===== src/rtl/hwlock_pkg.sv =====
package hwlock_pkg;

    localparam int unsigned LOCK_N    = 32;
    localparam int unsigned IDX_W     = $clog2(LOCK_N);
    localparam int unsigned ADDR_W    = 12;
    localparam int unsigned DATA_W    = 32;
    localparam int unsigned WORD_LSB  = 2;
    localparam int unsigned TAG_LSB   = IDX_W + WORD_LSB;
    localparam int unsigned NUM_PORTS = 2;
    localparam logic [ADDR_W-1:0] WIN_BASE = 12'h100;

    typedef logic [LOCK_N-1:0] lock_vec_t;
    typedef logic [IDX_W-1:0]  lock_idx_t;

    typedef struct packed {
        lock_vec_t claim;
        lock_vec_t drop;
    } port_req_t;

    function automatic logic in_window(input logic [ADDR_W-1:0] a);
        return a[ADDR_W-1:TAG_LSB] == WIN_BASE[ADDR_W-1:TAG_LSB];
    endfunction

    function automatic lock_idx_t addr_to_idx(input logic [ADDR_W-1:0] a);
        return a[TAG_LSB-1:WORD_LSB];
    endfunction

    function automatic lock_vec_t idx_onehot(input lock_idx_t i);
        return lock_vec_t'(1) << i;
    endfunction

endpackage


===== src/rtl/hwlock_port_dec.sv =====
module hwlock_port_dec
    import hwlock_pkg::*;
(
    input  logic [ADDR_W-1:0] addr,
    input  logic              rd,
    input  logic              wr,
    output port_req_t         req
);
    logic      hit;
    lock_vec_t sel;

    always_comb begin
        hit       = in_window(addr);
        sel       = idx_onehot(addr_to_idx(addr));
        req.claim = (rd && hit) ? sel : '0;
        req.drop  = (wr && hit) ? sel : '0;
    end
endmodule


===== src/rtl/hwlock_arb.sv =====
module hwlock_arb
    import hwlock_pkg::*;
(
    input  lock_vec_t held,
    input  port_req_t req0,
    input  port_req_t req1,
    output lock_vec_t grant0,
    output lock_vec_t grant1,
    output lock_vec_t held_next
);
    lock_vec_t drop_any;
    lock_vec_t avail;

    always_comb begin
        drop_any  = req0.drop | req1.drop;
        avail     = ~held & ~drop_any;
        grant0    = req0.claim & avail;
        grant1    = req1.claim & avail & ~req0.claim;
        held_next = (held | grant0 | grant1) & ~drop_any;
    end
endmodule


===== src/rtl/hw_lock_bank.sv =====
module hw_lock_bank
    import hwlock_pkg::*;
(
    input  logic              clk,
    input  logic              rst,
    input  logic [ADDR_W-1:0] p0_addr,
    input  logic              p0_rd,
    input  logic              p0_wr,
    output logic [DATA_W-1:0] p0_rdata,
    input  logic [ADDR_W-1:0] p1_addr,
    input  logic              p1_rd,
    input  logic              p1_wr,
    output logic [DATA_W-1:0] p1_rdata,
    output logic [LOCK_N-1:0] held_o
);
    logic [ADDR_W-1:0] addr_a [NUM_PORTS];
    logic              rd_a   [NUM_PORTS];
    logic              wr_a   [NUM_PORTS];
    port_req_t         req_a  [NUM_PORTS];
    lock_vec_t         grant_a[NUM_PORTS];
    logic [DATA_W-1:0] rdat_q [NUM_PORTS];
    lock_vec_t         held_q;
    lock_vec_t         held_d;

    always_comb begin
        addr_a[0] = p0_addr; rd_a[0] = p0_rd; wr_a[0] = p0_wr;
        addr_a[1] = p1_addr; rd_a[1] = p1_rd; wr_a[1] = p1_wr;
    end

    for (genvar p = 0; p < NUM_PORTS; p++) begin : g_port
        hwlock_port_dec u_dec (
            .addr (addr_a[p]),
            .rd   (rd_a[p]),
            .wr   (wr_a[p]),
            .req  (req_a[p])
        );

        always_ff @(posedge clk) begin
            if (rst) rdat_q[p] <= '0;
            else     rdat_q[p] <= DATA_W'(grant_a[p]);
        end
    end

    hwlock_arb u_arb (
        .held      (held_q),
        .req0      (req_a[0]),
        .req1      (req_a[1]),
        .grant0    (grant_a[0]),
        .grant1    (grant_a[1]),
        .held_next (held_d)
    );

    always_ff @(posedge clk) begin
        if (rst) held_q <= '0;
        else     held_q <= held_d;
    end

    assign p0_rdata = rdat_q[0];
    assign p1_rdata = rdat_q[1];
    assign held_o   = held_q;
endmodule


===== config.mk =====
export PLATFORM = sky130hd
export DESIGN_NAME = hw_lock_bank
export DESIGN_NICKNAME = d
export VERILOG_FILES = /design/src/rtl/hwlock_pkg.sv /design/src/rtl/hwlock_port_dec.sv /design/src/rtl/hwlock_arb.sv /design/src/rtl/hw_lock_bank.sv
export SDC_FILE = /design/constraint.sdc
export NUM_CORES = 1
export LEC_CHECK = 0
export ABC_AREA = 1
export BUFFER_PORTS_ARGS = -buffer_cell sky130_fd_sc_hd__buf_4
export CAP_MARGIN = 15
export CORE_MARGIN = 3
export CORE_UTILIZATION = 45
export DETAILED_ROUTE_END_ITERATION = 10
export GPL_TIMING_DRIVEN = 0
export PLACE_DENSITY = 0.81
export SLEW_MARGIN = 20
export SYNTH_ARGS = -nofsm -noshare
export SYNTH_HDL_FRONTEND = slang
export SYNTH_SLANG_ARGS = --single-unit
export TNS_END_PERCENT = 1

===== constraint.sdc =====
create_clock -name clk -period 1.1 [get_ports clk]
set_input_delay 0.11 -clock clk [delete_from_list [all_inputs] [get_ports clk]]
set_output_delay 0.11 -clock clk [all_outputs]
set_load 0.005 [all_outputs]

==> results.py <==
metrics = {
    "route": {
        "viasPerCell": 4.93,
        "ant_nets": 0,
        "vias": 4686,
        "first_pass_iters": 5,
        "drcViolationCount": 0,
        "detail_route.wl_per_cell_um": 13.7,
        "drtIter0Drc": 214,
        "routed_wl_um": 13000,
    },
    "layout": {
        "drive_gt1_share_pct": 25.9,
        "most-common-layout-cells": "197 x nand2_1, 129 x buf_4, 127 x nor2_1, 95 x dfxtp_1, 80 x inv_1",
        "fin_cells": 950,
        "n_antenna_cell": 0,
        "utilization_pct": 58.6,
        "fillers": 978,
        "area_growth_pct": 26.3,
        "final_nets": 839,
        "design_area_um2": 6050,
        "final_common_cell": "nand2_1",
    },
    "global_route": {
        "grt_first_pass_wirelength_um": 20300,
        "grt_max_degree": 16,
        "grt_overflow": 0,
        "grt_usage_pct": 22.0,
        "grt_pass1_vias": 4268,
        "antenna_found_initial": 0,
    },
    "clock_network": {
        "clock_sinks": 96,
        "worstSkewPairLatency_ns": 0.38,
        "numCtsBuffers": 9,
        "cts_hold_buf": 0,
        "clockBufferDepth": 2,
        "tritoncts": "yes",
        "clock_tree.root_cell": "clkbuf_8",
        "clkSlewWorstSetupHoldPaths_ns": 0.10,
        "htree_levels": 3,
    },
    "place": {
        "dp_hpwl_um": 10400,
        "io_buffers": 117,
        "dp_cells": 934,
        "dpl-instance-area_um2": 5840,
        "place_congestion": 0.954,
    },
    "floorplan": {
        "rows": 37,
        "core_um2": 10300,
        "die_x_um": 109,
        "die_area_um2": 11900,
        "dieHeight_um": 109,
        "start_util_pct": 46.4,
        "io_pins": 126,
    },
    "power_and_ir_drop": {
        "p_sw_mw": 1.50,
        "irDropWorstVdd_v": 0.000666,
        "swShare_pct": 23.8,
        "power.density_nw_per_um2": 1040,
        "p_leak_nw": 2.79,
        "p_seq_share_pct": 55.4,
        "power_mw": 6.27,
        "internal_power_mw": 4.78,
        "clkPwrFrac_pct": 38.2,
        "pwr-share-comb_pct": 6.4,
    },
    "synth": {
        "syn_avg_cell_area_um2": 7.04,
        "syn-num-nets": 711,
        "synth_cell_types": 20,
        "seq_area_frac_synth_pct": 40.1,
        "synth-seq-cells": 96,
        "ys_warn_count": 0,
        "synth_cells": 681,
        "syn_area_um2": 4790,
    },
    "critical_path": {
        "cp.required_ns": 1.37,
        "crit_type": "in2reg",
        "cp.arrival_ns": 1.32,
        "crit_top_cell": "nor2_1",
        "critical_path_buf_inv_count": 1,
        "cpLargestDelayFamily": "simple AND/OR/NAND/NOR gates",
        "critPathLaunchType": "input port",
        "r2r-start": "held_o[31]$_SDFF_PP0_",
        "slowest_stage": "nor2_1",
        "worstPathCellList": "buf_4, nor2_1, nand3_1, nor2_1, nand2_1, nand2_1, nor2_1, nand3b_1, nor2_1",
        "startpoint": "p1_addr[2]",
        "crit_path_max_fanout": 5,
        "crit_path_end_kind": "flip-flop",
        "ff2ff_path_depth": 1,
        "path_depth": 9,
        "critPathMaxStageDelay_ns": 0.26,
    },
    "sta": {
        "hold_viol_final": 0,
        "final-max-slew-violation-count": 0,
        "finClkSkew_ns": 0.0124,
        "worst_pin_slew_ns": 0.548,
        "fin_crit_ns": 1.05,
        "finalCritPeriodShare_pct": 95.1,
        "setup_tns_ns": 0,
        "max_slew_margin_pct": 63.5,
        "setup_viol": 0,
        "grt_setup_unrepaired": "no",
        "fmax_ghz": 0.956,
    },
    "hold_path": {
        "hold_depth": 4,
        "hold_path_startpoint": "rst",
        "hp-class": "in2reg",
    },
    "run_status": {
        "status": "complete, no violations",
    },
    "job": {
        "max-cap-violations": 0,
    },
}
through the flow:
stage	setup slack [ns]	hold WS, ns
finish	0.0536	0.0791
global route	0.00189	0.0615
CTS	0.0393	0.0511
detailed placement	-0.286	0.468
global placement	-0.328	0.460
floorplan	0.0293	0.291
cell usage after synthesis:
master    instances  area share, %
buf_1             1          0.078
nor2_2            5           0.65
buf_6             6            1.4
nor2_1          128             10
clkbuf_1          4           0.31
inv_2             3           0.23
inv_1            80            6.3
nand3_2           2           0.42
buf_4            12            1.9
nand3_1          24            2.5
nor3_1            9           0.94
nand2_2           6           0.78
nand3b_1         31            4.9
buf_2             9           0.94
nor2_4            4           0.94
a31oi_1          32            4.2
nor4_1            2           0.26
nor4_2           30            7.8
dfxtp_1          96             40
nand2_1         197             15
tightest hold or removal path: stages:
cell     delay [ns]
buf_4          0.09
inv_1          0.10
nand2_1        0.09
inv_1          0.03
layer usage:
layer	vias up	share of wire [%]	track usage (%)
met5	-	0	0
met4	0	1.8	6.59
met3	23	7.1	5.45
met2	153	46	36.4
met1	2110	45	28.2
li1	2400	-	-
kinds of logic (layout without fill, tap and decap cells):
| family | after synthesis | count (layout) | share of synthesized area [%] |
|---|---|---|---|
| buffers and inverters | 115 | 248 | 11.1 |
| AND/OR/NAND/NOR | 438 | 438 | 44.6 |
| flip-flops | 96 | 96 | 40.1 |
| AO/OA/AOI/OAI | 32 | 32 | 4.18 |
registers in the layout, summed over array words and instances (netlist names):
signal,cells
rdat_q,64
held_o,32
area by class of cell:
| class | instances | area [µm²] | area share (%) |
|---|---|---|---|
| Multi-Input combinational cell | 470 | 2340 | 38.7 |
| Sequential cell | 96 | 1920 | 31.8 |
| Timing Repair Buffer | 117 | 878 | 14.5 |
| Inverter | 83 | 312 | 5.15 |
| Buffer | 32 | 221 | 3.66 |
| Tap cell | 136 | 170 | 2.81 |
| Clock buffer | 12 | 155 | 2.56 |
| Clock inverter | 4 | 52.6 | 0.868 |
power by group through the flow:
stage	combinational, mW	clock [mW]	sequential, mW
global placement	0.400	0	3.56
floorplan	0.243	0	3.56
global route	0.436	2.60	3.48
finish	0.399	2.40	3.48
detailed placement	0.394	0	3.56
CTS	0.396	2.47	3.48
worst paths after layout:
path | slack, ns | to
worst max-delay path | 0.05 | rdat_q[1][0]$_SDFF_PP0_
worst min-delay path | 0.08 | held_o[8]$_SDFF_PP0_
worst max register to register | 0.19 | rdat_q[0][31]$_SDFF_PP0_
worst min register to register | 0.47 | rdat_q[0][7]$_SDFF_PP0_
what timing repair did:
action,4_1_cts,5_1_grt
gates resized for setup,0,2
endpoints found under the hold margin,0,0
buffers inserted,0,0
setup endpoints to repair,0,2
Note: power is estimated with default switching activity, not from simulation.
